**src/rtl/acc_alu_pkg.sv**
```systemverilog
package acc_alu_pkg;

    localparam int unsigned ACC_W  = 8;
    localparam int unsigned OPC_W  = 8;
    localparam int unsigned NIB_W  = ACC_W / 2;
    localparam int unsigned EXT_W  = ACC_W + 1;

    typedef logic [ACC_W-1:0] acc_t;
    typedef logic [OPC_W-1:0] opc_t;

    localparam logic [NIB_W-1:0] BCD_MAX   = NIB_W'(9);
    localparam acc_t             LO_FIX    = ACC_W'(8'h06);
    localparam acc_t             HI_FIX    = ACC_W'(8'h60);

    typedef enum logic [4:0] {
        K_NONE, K_AND, K_OR, K_XOR,
        K_ADD, K_SUB, K_INC, K_DEC, K_DA,
        K_CPL, K_ROTL, K_ROTR,
        K_SETC, K_CLRC, K_CPLC
    } alu_kind_e;

    typedef struct packed {
        alu_kind_e kind;
        logic      use_cy;
        logic      wr_acc;
        logic      wr_cy;
        logic      wr_zsp;
    } alu_ctl_t;

    typedef struct packed {
        logic cy;
        logic z;
        logic s;
        logic p;
    } alu_flags_t;

    function automatic alu_ctl_t decode_op(input opc_t op);
        alu_ctl_t c;
        c = '{kind: K_NONE, use_cy: 1'b0, wr_acc: 1'b0, wr_cy: 1'b0, wr_zsp: 1'b0};
        casez (op)
            8'b1000_0???: c.kind = K_AND;
            8'b1000_1???: c.kind = K_OR;
            8'b1001_0???: c.kind = K_XOR;
            8'b1010_????: begin c.kind = K_ADD; c.use_cy = op[3]; end
            8'b1011_????: begin c.kind = K_SUB; c.use_cy = op[3]; end
            8'h98:        c.kind = K_ROTL;
            8'h99:        begin c.kind = K_ROTL; c.use_cy = 1'b1; end
            8'h9A:        c.kind = K_ROTR;
            8'h9B:        begin c.kind = K_ROTR; c.use_cy = 1'b1; end
            8'h9E:        c.kind = K_INC;
            8'h9F:        c.kind = K_DEC;
            8'h0F:        c.kind = K_CPL;
            8'hFA:        c.kind = K_DA;
            8'h08:        c.kind = K_SETC;
            8'h09:        c.kind = K_CLRC;
            8'h0E:        c.kind = K_CPLC;
            default:      c.kind = K_NONE;
        endcase
        unique case (c.kind)
            K_NONE:               ;
            K_SETC, K_CLRC, K_CPLC: c.wr_cy = 1'b1;
            K_ADD, K_SUB, K_DA:   begin c.wr_acc = 1'b1; c.wr_cy = 1'b1; c.wr_zsp = 1'b1; end
            K_ROTL, K_ROTR:       begin c.wr_acc = 1'b1; c.wr_cy = c.use_cy; c.wr_zsp = 1'b1; end
            default:              begin c.wr_acc = 1'b1; c.wr_zsp = 1'b1; end
        endcase
        return c;
    endfunction

    function automatic logic odd_ones(input acc_t v);
        return ^v;
    endfunction

endpackage

```
**src/rtl/acc_alu_decode.sv**
```systemverilog
module acc_alu_decode
    import acc_alu_pkg::*;
(
    input  opc_t     opcode,
    output alu_ctl_t ctl
);
    always_comb ctl = decode_op(opcode);
endmodule

```
**src/rtl/acc_alu_arith.sv**
```systemverilog
module acc_alu_arith
    import acc_alu_pkg::*;
(
    input  alu_kind_e kind,
    input  logic      use_cy,
    input  acc_t      a,
    input  acc_t      b,
    input  logic      cy_in,
    output acc_t      res,
    output logic      cy_out
);
    logic [EXT_W-1:0] sum_w, dif_w, lo_w, hi_w;
    logic             cin;
    logic             need_lo, need_hi;

    always_comb begin
        cin   = use_cy & cy_in;
        sum_w = {1'b0, a} + {1'b0, b} + EXT_W'(cin);
        dif_w = {1'b0, a} - {1'b0, b} - EXT_W'(cin);

        need_lo = a[NIB_W-1:0] > BCD_MAX;
        lo_w    = {1'b0, a} + (need_lo ? {1'b0, LO_FIX} : '0);
        need_hi = (lo_w[ACC_W-1:NIB_W] > BCD_MAX) | cy_in | lo_w[ACC_W];
        hi_w    = {1'b0, lo_w[ACC_W-1:0]} + (need_hi ? {1'b0, HI_FIX} : '0);
    end

    always_comb begin
        res    = a;
        cy_out = cy_in;
        unique case (kind)
            K_ADD: begin res = sum_w[ACC_W-1:0]; cy_out = sum_w[ACC_W]; end
            K_SUB: begin res = dif_w[ACC_W-1:0]; cy_out = dif_w[ACC_W]; end
            K_INC: res = a + ACC_W'(1);
            K_DEC: res = a - ACC_W'(1);
            K_DA:  begin
                res    = hi_w[ACC_W-1:0];
                cy_out = cy_in | lo_w[ACC_W] | hi_w[ACC_W];
            end
            default: ;
        endcase
    end
endmodule

```
**src/rtl/acc_alu_bitops.sv**
```systemverilog
module acc_alu_bitops
    import acc_alu_pkg::*;
(
    input  alu_kind_e kind,
    input  logic      use_cy,
    input  acc_t      a,
    input  acc_t      b,
    input  logic      cy_in,
    output acc_t      res,
    output logic      cy_out
);
    logic fill_l, fill_r;

    always_comb begin
        fill_l = use_cy ? cy_in : a[ACC_W-1];
        fill_r = use_cy ? cy_in : a[0];
    end

    always_comb begin
        res    = a;
        cy_out = cy_in;
        unique case (kind)
            K_AND:  res = a & b;
            K_OR:   res = a | b;
            K_XOR:  res = a ^ b;
            K_CPL:  res = ~a;
            K_ROTL: begin
                res = {a[ACC_W-2:0], fill_l};
                if (use_cy) cy_out = a[ACC_W-1];
            end
            K_ROTR: begin
                res = {fill_r, a[ACC_W-1:1]};
                if (use_cy) cy_out = a[0];
            end
            K_SETC: cy_out = 1'b1;
            K_CLRC: cy_out = 1'b0;
            K_CPLC: cy_out = ~cy_in;
            default: ;
        endcase
    end
endmodule

```
**src/rtl/acc_alu_flagreg.sv**
```systemverilog
module acc_alu_flagreg
    import acc_alu_pkg::*;
(
    input  logic       clk,
    input  logic       rst,
    input  logic       en,
    input  logic       wr_cy,
    input  logic       wr_zsp,
    input  acc_t       res,
    input  logic       cy_new,
    output alu_flags_t flags
);
    alu_flags_t flags_q;

    always_ff @(posedge clk) begin
        if (rst) begin
            flags_q <= '0;
        end else if (en) begin
            if (wr_cy)  flags_q.cy <= cy_new;
            if (wr_zsp) begin
                flags_q.z <= (res == '0);
                flags_q.s <= res[ACC_W-1];
                flags_q.p <= odd_ones(res);
            end
        end
    end

    assign flags = flags_q;
endmodule

```
**src/rtl/acc_alu.sv**
```systemverilog
module acc_alu
    import acc_alu_pkg::*;
(
    input  logic       clk,
    input  logic       rst,
    input  logic       exec_i,
    input  logic [7:0] opcode_i,
    input  logic [7:0] acc_i,
    input  logic [7:0] opnd_i,
    output logic [7:0] acc_o,
    output logic       acc_wr_o,
    output logic       cy_o,
    output logic       z_o,
    output logic       s_o,
    output logic       p_o
);
    alu_ctl_t   ctl;
    alu_flags_t flags;
    acc_t       ar_res, bo_res, res;
    logic       ar_cy, bo_cy, cy_new, take_arith;

    acc_alu_decode u_dec (
        .opcode (opcode_i),
        .ctl    (ctl)
    );

    acc_alu_arith u_arith (
        .kind   (ctl.kind),
        .use_cy (ctl.use_cy),
        .a      (acc_i),
        .b      (opnd_i),
        .cy_in  (flags.cy),
        .res    (ar_res),
        .cy_out (ar_cy)
    );

    acc_alu_bitops u_bits (
        .kind   (ctl.kind),
        .use_cy (ctl.use_cy),
        .a      (acc_i),
        .b      (opnd_i),
        .cy_in  (flags.cy),
        .res    (bo_res),
        .cy_out (bo_cy)
    );

    always_comb begin
        take_arith = ctl.kind inside {K_ADD, K_SUB, K_INC, K_DEC, K_DA};
        res        = take_arith ? ar_res : bo_res;
        cy_new     = take_arith ? ar_cy  : bo_cy;
    end

    acc_alu_flagreg u_flags (
        .clk    (clk),
        .rst    (rst),
        .en     (exec_i),
        .wr_cy  (ctl.wr_cy),
        .wr_zsp (ctl.wr_zsp),
        .res    (res),
        .cy_new (cy_new),
        .flags  (flags)
    );

    assign acc_o    = ctl.wr_acc ? res : acc_i;
    assign acc_wr_o = ctl.wr_acc;
    assign cy_o     = flags.cy;
    assign z_o      = flags.z;
    assign s_o      = flags.s;
    assign p_o      = flags.p;
endmodule

```
**config.mk**
```make
export PLATFORM = sky130hd
export DESIGN_NAME = acc_alu
export DESIGN_NICKNAME = d
export VERILOG_FILES = /design/src/rtl/acc_alu_pkg.sv /design/src/rtl/acc_alu_decode.sv /design/src/rtl/acc_alu_arith.sv /design/src/rtl/acc_alu_bitops.sv /design/src/rtl/acc_alu_flagreg.sv /design/src/rtl/acc_alu.sv
export SDC_FILE = /design/constraint.sdc
export NUM_CORES = 1
export LEC_CHECK = 0
export BUFFER_PORTS_ARGS = -buffer_cell sky130_fd_sc_hd__buf_2
export CAP_MARGIN = 20
export CORE_ASPECT_RATIO = 0.9
export CORE_MARGIN = 3
export CORE_UTILIZATION = 58
export DETAILED_ROUTE_END_ITERATION = 12
export PLACE_DENSITY_LB_ADDON = 0.05
export SETUP_SLACK_MARGIN = 0.1
export SYNTH_ARGS = -nofsm -noshare
export SYNTH_HDL_FRONTEND = slang
export SYNTH_SLANG_ARGS = --single-unit
```
**constraint.sdc**
```tcl
create_clock -name clk -period 5.1 [get_ports clk]
set_input_delay 0.51 -clock clk [delete_from_list [all_inputs] [get_ports clk]]
set_output_delay 0.51 -clock clk [all_outputs]
set_load 0.005 [all_outputs]
```
# After elaboration in Yosys (flattened, before gate mapping)
# Cells that the tools add are included.
[word_totals]
reg_bits = 4
output_inout_bits = 13
input_bits = 27
[classes]
n_eq_ne = 33
bitwise = 11
n_reduce_logical = 14
add_sub_neg = 8
mux = 17
n_lt_le_gt_ge = 2
[op_table]
columns = ["operator", "n"]
rows = [
  ["== test 8 bit, second input constant", 7],
  ["one-hot mux 4 bit (14 select lines)", 1],
  ["one-hot mux 8 bit (6 select lines)", 1],
  ["one-hot mux 8 bit (5 select lines)", 1],
  ["== test 4 bit, second input constant", 9],
  ["== test 8 x 4 -> 1 bit, second input constant", 4],
  ["adder 8 x 9 -> 9 bit", 2],
  ["== test 4 x 3 -> 1 bit, second input constant", 4],
  ["2-to-1 mux 8 bit", 2],
  ["== test 5 bit, second input constant", 3],
  ["OR reduction 2 bit", 5],
  ["adder 8 x 8 -> 9 bit", 1],
  ["adder 9 x 1 -> 9 bit", 1],
  ["subtractor 8 x 8 -> 9 bit", 1],
  ["subtractor 9 x 1 -> 9 bit", 1],
  ["adder 8 x 1 -> 8 bit, second input constant", 1],
  ["bitwise AND 8 bit", 1],
  ["== test 4 x 2 -> 1 bit, second input constant", 2],
  ["> comparator 4 bit, second input constant", 2],
  ["logical NOT 8 bit", 1],
  ["NOT 8 bit", 1],
  ["OR 8 bit", 1],
  ["parity 8 bit", 1],
  ["subtractor 8 x 1 -> 8 bit, second input constant", 1],
  ["20 further kinds", 31],
]

# Depth between registers and ports, before layout
# Gate-level depths: netlist of the first run.
[depth]
word_depth = 11
ltp_mapped = 20
mapped_depth_nobuf = 19

# By module
# Synthesis of the first run repeated with hierarchy kept, for this count alone.
[hier_totals]
hier_cells = 451
area_unflattened_um2 = 3313.2
[modules_own_cells]
columns = ["module", "n_inst", "cells_per_inst", "area_each_um2", "seq_area_each_um2"]
rows = [
  ["acc_alu_arith", 1, 219, 1582.8, 0.0],
  ["acc_alu_bitops", 1, 120, 809.5, 0.0],
  ["acc_alu", 1, 39, 351.6, 0.0],
  ["acc_alu_decode", 1, 40, 312.8, 0.0],
  ["acc_alu_flagreg", 1, 33, 256.5, 80.1],
]

# Least setup slack after synthesis of the first run
# OpenSTA, ideal clock, no wires.
[synth_timing]
kind = "input-to-reg"
from = "in opcode_i[5]"
to = "reg u_flags.flags_q, in the netlist u_flags.flags[0]"
stages = 20
path_buffers = 1
required_ns = 4.986
path_slack_ns = 0.765
setup_ns = 0.114
arrival_ns = 4.221
cell_sequence = "buf_6 nand4bb_4 nor2_1 nand2_1 a21boi_0 inv_1 fa_1 ha_1 a211oi_1 o211ai_1 mux2i_1 o211ai_1 nor3_1 o211a_1 or3_1 ha_1 xnor2_1 xnor2_1 mux2i_1 nor2_1"
[synth_between]
elab_chain_len = 8
elab_cells_between_ends = 50
classes_between = "add/sub (2); eq/ne (30); mux (7); bitwise (2); reduce/logical (9)"
[synth_lines]
columns = ["item", "line", "source"]
rows = [
  ["start: declaration", "acc_alu.sv:7", "input logic [7:0] opcode_i,"],
  ["== test 8 bit or == test 4 bit (tied branches)", "acc_alu_pkg.sv:40", "casez (op)"],
  ["OR reduction 2 bit (no line)", "n/a", ""],
  ["one-hot mux 1 bit (2 select lines)", "acc_alu_pkg.sv:40", ""],
  ["bitwise AND 1 bit", "acc_alu_arith.sv:17", "cin = use_cy & cy_in;"],
  ["subtractor 9 x 1 -> 9 bit or adder 9 x 1 -> 9 bit (tied branches)", "acc_alu_arith.sv:19, acc_alu_arith.sv:18", ""],
  ["one-hot mux 8 bit (5 select lines)", "acc_alu_arith.sv:30", "unique case (kind)"],
  ["2-to-1 mux 8 bit", "acc_alu.sv:49", "res = take_arith ? ar_res : bo_res;"],
  ["parity 8 bit", "acc_alu_pkg.sv:70", "return ^v;"],
  ["end: declaration", "acc_alu_flagreg.sv:13", "alu_flags_t flags_q;"],
]
# Several ways; a longest one is shown, not always the timed one.
# A chain may end at the register's enable or synchronous reset.

# Worst setup path after layout of the first run
[layout_timing]
from = "in opcode_i[6]"
to = "out acc_o[6]"
[layout_between]
elab_chain_len = 8
elab_cells_between_ends = 46
classes_between = "add/sub (2); eq/ne (30); mux (6); bitwise (1); reduce/logical (7)"
[layout_lines]
columns = ["item", "line", "source"]
rows = [
  ["== test 8 bit or == test 4 bit (tied branches)", "acc_alu_pkg.sv:40", ""],
  ["OR reduction 2 bit (no line)", "n/a", ""],
  ["one-hot mux 1 bit (2 select lines)", "acc_alu_pkg.sv:40", ""],
  ["bitwise AND 1 bit", "acc_alu_arith.sv:17", ""],
  ["subtractor 9 x 1 -> 9 bit or adder 9 x 1 -> 9 bit (tied branches)", "acc_alu_arith.sv:19, acc_alu_arith.sv:18", ""],
  ["one-hot mux 8 bit (5 select lines)", "acc_alu_arith.sv:30", ""],
  ["2-to-1 mux 8 bit", "acc_alu.sv:49", ""],
  ["2-to-1 mux 8 bit (*)", "acc_alu.sv:64", "assign acc_o = ctl.wr_acc ? res : acc_i;"],
  ["end: declaration", "acc_alu.sv:10", "output logic [7:0] acc_o,"],
]
# Every way passes the cells marked *; elsewhere a longest branch is shown, timed or not.

==> results of run 1 <==
stage by stage:
step	setup slack, ps	utilization, %	instances	hold WS (ps)
2_1_floorplan	765	-	399	442
3_3_place_gp	562	65.4	492	436
3_5_place_dp	472	65.4	492	467
4_1_cts	692	66.3	495	470
5_1_grt	360	66.3	495	486
6_report	682	66.3	495	458
logic make-up after synthesis:
logic type	after synthesis	synth area share, %
compound gates	132	32.7
simple gates	128	23.6
buf+inv	49	7.76
fa+ha+maj	49	21.8
xor+xnor	25	7.34
mux	12	4.03
flops	4	2.68
power groups by stage:
stage	logic, W	clock network [W]	registers [W]
finish	0.000321	0.0000704	0.0000346
global route	0.000352	0.0000731	0.0000348
CTS	0.000317	0.0000708	0.0000346
detailed placement	0.000315	0	0.0000350
global placement	0.000309	0	0.0000350
floorplan	0.000231	0	0.0000356
path summary, 6_finish.rpt:
check | startpoint | endpoint | cells past startpoint
worst min register to register | u_flags.flags[2] | u_flags.flags[2] | 2
worst max-delay path | opcode_i[6] | acc_o[6] | 16
worst max register to register | u_flags.flags[3] | u_flags.flags[0] | 16
worst min-delay path | u_flags.flags[2] | u_flags.flags[2] | 2
layer usage:
layer | wire length, um | up-vias | GRT usage (%)
met1 | 3980 | 1490 | 43.1
met2 | 4130 | 171 | 49.5
met3 | 733 | 27 | 2.42
li1 | - | 1553 | -
met4 | 308 | 0 | 10.9
met5 | 0 | - | 0
cells in the mapped netlist (3+ instances only):
cell type  instances
mux2i_1           12
nor2b_1            3
a21o_1             3
a221oi_1           3
xnor2_1           16
a2111oi_0          4
o311a_1            3
o22a_1             6
o211ai_2           3
ha_1              44
a211oi_1           4
o221ai_1           3
and3_1             4
a21oi_1           33
a211o_1            5
o211a_1            3
a22oi_1            5
nor4_1             4
nand2_1           31
xor2_1             9
nor3_1            12
nand2b_1           4
or2_1              3
inv_1             28
a31oi_1            3
and2_1             3
o211ai_1           7
o21ai_0           19
o21a_1             3
buf_2              8
clkbuf_1           6
nand3_1            8
fa_1               5
dfxtp_1            4
nor2_1            31
or3_1              4
buf_6              5
layout by cell type (no fill, tap or decap), drive strengths merged, types with 4 or more instances in the layout:
cell and n:
nand2b 4, or2 4, o21ai 21, a211o 5
xor2 9, nor4 6, fa 5, a2111oi 5
dfxtp 4, and3 4, or3 4, a21oi 33
inv 30, o211ai 10, or4 4, a211oi 6
nor2 31, o22a 6, xnor2 16, nand3 8
mux2i 12, nor3 15, buf 47, nand2 32
ha 44, a22oi 5
layout make-up:
cell class | count | share of cell area (%)
Sequential cell | 4 | 2.47
Multi-Input combinational cell | 346 | 82.4
Inverter | 30 | 3.47
Tap cell | 65 | 2.51
Clock buffer | 3 | 1.27
Timing Repair Buffer | 47 | 7.87
worst max-delay path: cells and delay by family:
family | cells | cell delay [ps]
AOI/OAI and AO/OA | 5 | 1160
and+or+nand+nor | 5 | 860
buffers and inverters | 3 | 380
xor gates and xnor gates | 1 | 140
adders and majority gates | 2 | 850
==> results.md, run 1 <==
CTS:
- In this run the deepest clock path goes through 2 buffers.
- The number of gates resized after CTS was 0.
- In this run the clock root is driven by a clkbuf_8.
- The clock edge transition at the registers on the reported setup and hold paths is about 30 ps.
- In this run, post-CTS hold repair placed 0 buffers.
- The number of buffers inserted to repair setup after CTS is 0.
- The number of sinks on the clock net is 4.
- The total CTS buffers is 3.
- The insertion delay of the later-clocked pin in the worst-skew pair is between 200 and 250 ps.
- TritonCTS built the clock tree.
- The total number of H-tree levels is 1.

Yosys:
- The combined area of all synthesized cells is approximately 3000 um^2.
- The biggest area contributor in the post-synthesis netlist is ha_1.
- The sequential share of the synthesized area is 2.68%.
- The number of warnings printed during yosys synthesis is 0.
- The synthesized instance count is 399.
- The share of synthesized registers carrying an async set or reset is 0%.
- By area the synthesized netlist is led by ha_1 18%, a21oi_1 5.5%, xnor2_1 4.7%, mux2i_1 4.0%, nand2_1 3.9%.
- The average cell area after synthesis is 7.48 um^2.
- The number of library cell types mapped by synthesis is 70.
- For this run, the leading register cell type out of synthesis is dfxtp_1.
- Counting flops with a built-in enable in the synthesized netlist gives 0.
- The post-synth net total is between 400 and 500.
- After synthesis, the largest area contributor takes up 18.4% of total cell area.
- The number of register bits inferred by synthesis is 4.

Cells and area:
- For this run, the post-layout net count is 508.
- The final design instance area without fill is 3240 um^2.
- The storage element area is 80.1 um^2.
- Of the cells placed in the final design, the portion with a size suffix greater than 1 is 16.5%.
- The area growth from synthesis to layout is 8.68%.
- The multi-input gate area in the final layout is 2670 um^2.
- Fill cells in the final layout number 455.
- The register with the most flip-flops in the layout has 4 of them.
- 0 antenna diodes ended up in the layout.

Global route:
- The remaining global-route overflow is 0.
- Entering global routing, the biggest net connects 17 pins.
- The initial antenna violation count was 0.
- The wire length of the first global-routing pass is around 14000 um.
- In the global route stage, overall resource usage came out at 30.7%.
- The via count of the first global-routing pass is between 2000 and 3000.

Critical path:
- STA classifies the critical path endpoint as a primary output.
- The slowest stage cell on the critical path is a221oi_1.
- Across all register-to-register paths, the minimum setup slack is 1250 ps.
- Traced cell by cell, the critical path runs through buf_2 > nand4bb_4 > nor2_1 > nand2_1 > a21boi_0 > inv_1 > fa_1 > fa_1 > o211ai_1 > nand2_1 > a21oi_1 > xor2_1 > o21ai_0 > a221oi_1 > nor3_1 > buf_2.
- STA puts the critical path data arrival time at 3910 ps.
- At the worst endpoint, the required time is 4590 ps.
- STA classifies the critical path startpoint as an input port.
- The highest fanout seen on the critical path is 8.
- The critical path in this run is classified as in2out.
- The stage delay of the slowest cell on the critical path is 450 ps.

Detailed routing:
- The final layout contains routed wiring with a total length of between 9000 and 10000 um.
- The count of nets left with antenna violations after detail routing is 0.
- The detailed-route DRC error count is 0.
- Dividing the detail-routed wire length by the instance count gives between 15 and 20 um.
- The first detailed-routing pass took 7 iterations.
- The final route contains 3241 vias.
- The violation count after the first detailed-routing iteration is between 300 and 400.
- In the routed layout, each cell is associated on average with a via count of 6.55.

Floorplanning:
- The floorplan has 24 rows.
- The number of I/O pins is 40.
- The die covers 6040 um^2.
- The chip width is 81.6 um.
- Once the floorplan was initialized, standard cells occupied 61.0% of the core.
- The floorplan core area is 4890 um^2.
- The die is about 74 um tall.

Timing:
- Setup repair after global routing left no endpoint under its margin.
- The relative max-transition margin is between 40% and 50%.
- The number of pins exceeding their max-slew limit in the final report came to 0.
- Between clock sinks in the finished design, the worst skew comes to 1.95 ps.
- The number of failing setup endpoints in the final timing report is 0.
- The routed design could run at a clock period as short as 4420 ps.
- The number of hold violations in the final report is 0.
- The post-route setup TNS is 0 ps.
- The final critical path takes up 86.6% of the cycle.
- Timing would allow up to 226 MHz.
- The actual slew at the worst max-slew pin is 734 ps.

Placed design:
- Buffers placed on the I/O ports in this run total 39.
- The cell area after placement is 3200 um^2.
- The placer congestion estimate is about 0.9.
- Detailed placement ended at an HPWL of around 7400 um.

Power and ir drop:
- The clock network is responsible for around 17% of the overall power.
- In this run the static leakage power is 1.46 nW.
- The sequential fraction of design power is just over 8%.
- In this run switching power makes up 48.4% of total power.
- The power density of the placed cells is approximately 130 nW/um^2.
- Power comes to 0.000426 W.
- Combinational logic is responsible for between 70% and 80% of the overall power.
- The worst ir drop on vdd is 105 uV.
- The internal power is 0.000220 W.
- Summed over all nets, the switching power comes to between 0.0002 and 0.00025 W.

Worst hold path:
- In this run the worst hold path is classified as reg2reg.

Outcome:
- The run finished with clean final reports.

Run:
- The max capacitance violation total is 0.
(Power assumes the default switching activity.)
==> run 2: changes to the inputs <==
- BUFFER_PORTS_ARGS: -buffer_cell sky130_fd_sc_hd__buf_2 -> -buffer_cell sky130_fd_sc_hd__clkbuf_2
==> run 2 against run 1 <==
Against the previous run:
- sequential cell count is the same
- register-to-register slack got worse by 130 ps
- fmax is 3.7% lower
- count of clock-buffer cells in the layout stayed put
- global-route usage increased by 0.77 points
- total power about the same
- clock skew barely moved
- first-iteration DRC count down 19%
- core utilization up 0.26 points
- combinational power is essentially flat
- routed wire length increased by 1.9%
- cell area up 0.39%
==> results.md, run 2 (same netlist as run 1, synthesis figures left out) <==
CTS:
- The insertion delay of the later-clocked pin in the worst-skew pair is 220 ps (about the same).
- The clock edge transition at the registers on the reported setup and hold paths is 30 ps (about the same).
- The number of gates resized after CTS came to 0 (unchanged).
- Clock tree synthesis selected as its root buffer the cell clkbuf_8.
- The number of buffers inserted to repair setup after CTS is 0 (unchanged).
- The total of hold buffers inserted after clock tree synthesis is 0 (unchanged).
- The total CTS buffers is 3 (unchanged).
- The total number of H-tree levels was 1 (unchanged).
- The number of buffers on the longest clock path is 2 (unchanged).
- The number of sinks on the clock net is 4 (unchanged).
- TritonCTS built the clock tree.

Timing:
- The number of hold violations in the final report is 0 (unchanged).
- The maximum operating frequency is 218 MHz (-3.7%).
- The maximum clock skew at final layout is 2.25 ps (+0.298 ps).
- The portion of the clock cycle consumed by the worst path in the final layout is 90.0% (+3.4 points).
- The smallest setup slack after layout was 511 ps (-171 ps).
- The actual slew at the worst max-slew pin came to 1080 ps (+345 ps).
- The relative max-transition margin came to 28.1% (-22 points).
- Setup repair after global routing left no endpoint under its margin.
- The post-route setup TNS came to 0 ps (unchanged).
- The final period demand of the worst path is 4590 ps (+171 ps).
- The number of failing setup endpoints in the final timing report is 0 (unchanged).
- The number of pins exceeding their max-slew limit in the final report is 0 (unchanged).

Cells and area:
- The total inserted antenna cells is 0 (unchanged).
- The multi-input gate area in the final layout came to 2670 um^2 (unchanged).
- The flip-flop count of the largest register after layout is 4 (unchanged).
- Leaving out fill and tap cells, the most frequent cells in the layout are 44 x ha_1, 39 x clkbuf_2, 33 x a21oi_1, 31 x nand2_1, 31 x nor2_1.
- The number of non-filler instances in the completed layout is 497 (+0.40%).
- The final core utilization came to 66.5% (+0.26 points).
- The net count reported at finish is 510 (+0.39%).
- The total of fill cells in the finished design came to 461 (+1.3%).
- The post-synthesis to final-layout area growth is 9.10%.
- The ratio of cells with drive above 1 in the final layout was 16.9% (+0.39 points).
- The storage element area came to 80.1 um^2 (unchanged).
- The most frequent standard cell in the layout excluding fill and tap cells is ha_1.

Global route:
- The remaining global-route overflow came to 0 (unchanged).
- The initial antenna violation count was 0 (unchanged).
- The all-layer global routing usage was 31.5% (+0.77 points).
- The wire length of the first global-routing pass came to 14800 um (+3.0%).
- The via count of the first global-routing pass is 2939 (+4.4%).
- The pin count of the biggest net entering global routing is 16 (-1).

Power and ir drop:
- The standby leakage power is 1.47 nW (+0.89%).
- The worst ir drop on vdd is 177 uV (+68%).
- The power density of the placed cells is 131 nW/um^2 (-0.36%).
- The total power consumption of the routed design was 0.000426 W (about the same).

Floorplanning:
- The chip width came to 81.6 um (unchanged).
- The standard-cell row count is 24 (unchanged).
- The floorplan core area is 4890 um^2 (unchanged).
- The effective utilization at floorplan is 61.0% (unchanged).
- The die extent in y came to 74.0 um (unchanged).
- The number of I/O pins was 40 (unchanged).
- The full die area is 6040 um^2 (unchanged).

Critical path:
- The worst setup path is of the in2reg kind.
- The stage delay of the slowest cell on the critical path was 410 ps (-40 ps).
- The depth of the critical timing path with buffers and inverters included was 20 (+4).
- The number of cell instances on the worst register-to-register path is 17 (+1).
- The capturing element type of the critical path is a flip-flop.
- The required time at the worst-slack endpoint came to 5210 ps (+620 ps).
- Broken down by cell family, the worst path's largest delay share belongs to compound AO/OA/AOI/OAI gates.
- Walking the worst path, the cells encountered are clkbuf_2 > nand4bb_4 > nor2_1 > nand2_1 > a21boi_0 > inv_1 > fa_1 > ha_1 > a211oi_1 > o211ai_1 > mux2i_1 > o211ai_1 > nor3_1 > o211a_1 > or3_1 > ha_1 > xnor2_1 > xnor2_1 > mux2i_1 > nor2_1.
- STA classifies the critical path startpoint as an input port.
- The number of buffer and inverter instances along the worst setup path is 2 (-1).
- The largest individual stage delay along the critical path comes from the cell fa_1.
- The data arrival at the endpoint of the critical path is 4700 ps (+790 ps).
- The highest fanout seen on the critical path is 8 (unchanged).

Detailed routing:
- The total number of vias is 3258 (+0.52%).
- The detailed-router iteration count before antenna repair came to 5 (-2).
- The average detailed-routed wire length per instance came to 18.7 um (+1.4%).
- The count of nets left with antenna violations after detail routing was 0 (unchanged).
- The final wirelength is 9320 um (+1.9%).
- The number of vias per cell is 6.56 (+0.12%).
- The detailed-route DRC error count is 0 (unchanged).
- The violation count after the first detailed-routing iteration is 288 (-19%).

Worst hold path:
- The path class of the tightest hold or removal check is reg2reg.
- The worst hold path stage count came to 2 (unchanged).

Placed design:
- The post-placement worst setup slack was 370 ps (-101 ps).
- The total instance count after detailed placement is 493 (+0.20%).
- The half-perimeter wire length of the detailed placement result is 7400 um (+0.41%).
- The placer congestion estimate is 0.924 (+0.35%).
- The total of buffers placed on input and output ports is 39 (unchanged).

Outcome:
- The run finished with clean final reports.

Run:
- The max capacitance violation total came to 0 (unchanged).
## run 2: changes by cell type in the layout (fill, tap and decap cells not counted)
cell	previous run	this run
buf_2	39	1
buf_4	8	9
clkbuf_2	0	39
## run 2: cell type report
| type | count | area share, % |
|---|---|---|
| Clock buffer | 3 | 1.27 |
| Inverter | 30 | 3.46 |
| Multi-Input combinational cell | 346 | 82.1 |
| Sequential cell | 4 | 2.46 |
| Tap cell | 65 | 2.50 |
| Timing Repair Buffer | 49 | 8.22 |
## run 2: tightest hold or removal path, delay by kind of cell, from the launching register on
| family | cells | cell delay [ps] |
|---|---|---|
| AOI/OAI and AO/OA | 1 | 50 |
| DFF | 1 | 300 |
| and+or+nand+nor | 1 | 50 |
## run 2: final timing paths
kind                                        from          endpoint  slack (ps)
worst max-delay path                 opcode_i[6]  u_flags.flags[0]         510
worst min-delay path            u_flags.flags[2]  u_flags.flags[2]         450
worst max register to register  u_flags.flags[3]  u_flags.flags[0]        1120
worst min register to register  u_flags.flags[2]  u_flags.flags[2]         450
## run 2: metal layers
layer  vias to the layer above  track usage (%)  share of wire [%]
met5                         -                0                  0
met4                         0             10.5                2.4
met3                        19             4.36                9.5
met2                       185             51.2                 45
met1                      1489             43.0                 43
li1                       1565                -                  -
## run 2: power breakdown
part           internal [W]  switching, W
clock network     0.0000504     0.0000172
logic              0.000136      0.000188
registers         0.0000337    0.00000116
total              0.000220      0.000206
## run 2: metrics by stage
stage	cell area (um^2)	hold slack, ps
4_1_cts	3250	449
5_1_grt	3260	480
3_3_place_gp	3210	441
6_report	3260	447
2_1_floorplan	2980	442
3_5_place_dp	3210	447
==> run 3: changes to the inputs <==
- CORE_UTILIZATION: 58 -> 55
- clock period: 5.1 -> 3.85 ns (I/O delays scaled with it)
==> run 3 against run 2 <==
Against the previous run:
- setup slack got worse by 440 ps
- count of clock-buffer cells in the layout stayed put
- clock skew up 0.77 ps
- die area rose by 5.0%
- core utilization increased by 7.5 points
- total power up 47%
- sequential cell count unchanged
- register-to-register slack worse by 770 ps
- critical endpoint unchanged
- combinational power is 52% higher
- cell area increased by 15%
==> results.md, run 3 (same netlist as run 1, synthesis figures left out) <==
Critical path:
- The start of the worst register-to-register path is u_flags.flags[3].
- The reg2reg setup slack is 350 ps (-770 ps).
- The data arrival at the endpoint of the critical path is 3880 ps (-820 ps).
- The highest fanout seen on the critical path is 3 (-5).
- The number of cell instances on the worst register-to-register path is 16 (-1).
- STA classifies the critical path endpoint as a flip-flop.
- The required time at the worst-slack endpoint is 3960 ps (-1250 ps).
- The classification of the worst setup path is in2reg.
- The endpoint of the worst register-to-register path is u_flags.flags[0].
- The worst setup path is launched from an input port.

Timing:
- The number of hold violations in the final report is 0 (unchanged).
- The final period demand of the worst path is 3780 ps.
- The final worst hold slack came to 393 ps (-54.0 ps).
- The relative max-transition margin is 63.0% (+35 points).
- The actual slew at the worst max-slew pin came to 552 ps (-528 ps).
- The maximum operating frequency is 265 MHz.
- After layout, the worst path uses 98.1% of the clock period.
- The maximum clock skew at final layout is 3.01 ps (+0.767 ps).
- The post-route setup TNS is 0 ps (unchanged).
- The number of failing setup endpoints in the final timing report is 0 (unchanged).
- The number of pins exceeding their max-slew limit in the final report came to 0 (unchanged).
- Setup repair after global routing could not meet its margin everywhere.

Global route:
- The initial antenna violation count is 0 (unchanged).
- The pin count of the biggest net entering global routing came to 15 (-1).
- The via count of the first global-routing pass was 3031 (+3.1%).
- The all-layer global routing usage is 30.6% (-0.87 points).
- The remaining global-route overflow was 0 (unchanged).
- The wire length of the first global-routing pass is 15500 um (+5.0%).

Run:
- The max capacitance violation total is 0 (unchanged).

Placed design:
- The total of buffers placed on input and output ports is 39 (unchanged).
- The half-perimeter wire length of the detailed placement result was 8160 um (+10%).
- The placer congestion estimate is 0.955 (+3.3%).

CTS:
- The number of buffers on the longest clock path is 2 (unchanged).
- The clock root buffer is clkbuf_8.
- The clock tree from TritonCTS is yes.
- The insertion delay of the later-clocked pin in the worst-skew pair was 220 ps (about the same).
- The total of hold buffers inserted after clock tree synthesis is 0 (unchanged).
- The clock edge transition at the registers on the reported setup and hold paths was 30 ps (about the same).
- The number of sinks on the clock net is 4 (unchanged).
- The total number of H-tree levels is 1 (unchanged).
- The total CTS buffers is 3 (unchanged).

Cells and area:
- The storage element area is 80.1 um^2 (unchanged).
- The multi-input gate area in the final layout is 2770 um^2 (+3.6%).
- The ratio of cells with drive above 1 in the final layout came to 29.7% (+13 points).
- The final core utilization is 74.0% (+7.5 points).
- The area growth from synthesis to layout is 25.2%.
- The net count reported at finish was 559 (+9.6%).
- The library cells used most frequently in the layout, excluding fill and tap cells, are 59 x buf_4, 40 x ha_1, 36 x clkbuf_2, 32 x a21oi_1.
- Leaving out fill and tap cells, the most frequent cell in the layout is buf_4.
- The total of fill cells in the finished design is 440 (-4.6%).
- The flip-flop count of the largest register after layout is 4 (unchanged).
- The total inserted antenna cells is 0 (unchanged).

Detailed routing:
- The count of nets left with antenna violations after detail routing is 0 (unchanged).
- The detailed-router iteration count before antenna repair was 5 (unchanged).
- The violation count after the first detailed-routing iteration is 369 (+28%).
- The total number of vias is 3488 (+7.1%).
- The final wirelength is 10000 um (+7.4%).
- The detailed-route DRC error count came to 0 (unchanged).
- The number of vias per cell came to 6.39 (-2.5%).
- The average detailed-routed wire length per instance is 18.3 um (-2.2%).

Floorplanning:
- The standard-cell row count is 24 (unchanged).
- The number of I/O pins is 40 (unchanged).
- The effective utilization at floorplan is 59.2% (-1.8 points).
- The full die area is 6350 um^2 (+5.0%).
- The floorplan core area is 5040 um^2 (+3.1%).
- The die extent in y was 75.9 um (+2.5%).
- The chip width came to 83.6 um (+2.5%).

Worst hold path:
- The worst min-delay path endpoint is u_flags.flags[3].
- The critical hold path startpoint is rst.
- The path type of the worst min-delay path is in2reg.
- The worst hold path stage count is 2 (unchanged).

Power and ir drop:
- The power density of the placed cells is 168 nW/um^2 (+28%).
- The worst ir drop on vdd is 199 uV (+12%).
- The total power consumption of the routed design is 0.000626 W (+47%).
- The standby leakage power is 1.72 nW (+17%).

Outcome:
- The run finished with clean final reports.
## run 3: cell count changes in the layout (fill, tap and decap cells not counted), sizes merged
cell    delta
clkbuf     -3
buf       +52
## run 3: timing repair
action | 4_1_cts | 5_1_grt
setup endpoints to repair | 1 | 4
pin swaps | 1 | 3
gates resized for setup | 5 | 19
buffers inserted | 0 | 5
## run 3: layout make-up
| type | count | share of cell area [%] |
|---|---|---|
| Clock buffer | 3 | 1.11 |
| Sequential cell | 4 | 2.14 |
| Timing Repair Buffer | 98 | 17.4 |
| Multi-Input combinational cell | 346 | 74.1 |
| Tap cell | 65 | 2.18 |
| Inverter | 30 | 3.02 |
## run 3: worst max path at each step
stage,slack [ps],from,to,cells past startpoint
2_1_floorplan,30,opcode_i[5],u_flags.flags[0],20
3_3_place_gp,-150,opcode_i[5],u_flags.flags[0],18
3_5_place_dp,-190,opcode_i[5],u_flags.flags[0],18
4_1_cts,90,opcode_i[6],u_flags.flags[0],20
5_1_grt,-80,opcode_i[5],u_flags.flags[0],20
6_report,70,opcode_i[5],u_flags.flags[0],20
## run 3: worst max-delay path, cell delays in order
cell and delay (ps):
buf_6 90, nand4bb_4 240, nor2_4 130, nand2_2 90, a21boi_4 170, inv_2 50, fa_2 370, ha_4 240
a211oi_4 210, o211ai_1 170, mux2i_1 150, o211ai_1 210, nor3_2 60, o211a_1 160, or3_1 370, ha_1 310
xnor2_1 140, xnor2_1 130, mux2i_1 130, nor2_1 50
## run 3: per-stage QoR
| step | setup slack, ps | cells | cell area (um^2) |
|---|---|---|---|
| floorplan | 30.6 | 399 | 3020 |
| CTS | 89.2 | 541 | 3640 |
| global route | -83.1 | 546 | 3730 |
| finish | 74.1 | 546 | 3730 |
| global placement | -151 | 538 | 3580 |
| detailed placement | -193 | 538 | 3580 |
## run 3: routing by layer
layer,GRT usage [%],vias to the layer above,wire length [um]
met5,0,-,0
met4,5.36,0,93
met3,1.30,10,812
met2,51.2,177,4570
met1,44.8,1640,4530
li1,-,1661,-
## run 3: report_power, final
part	switching, W	internal, W
logic	0.000269	0.000224
clock network	0.0000205	0.0000665
registers	0.00000198	0.0000447
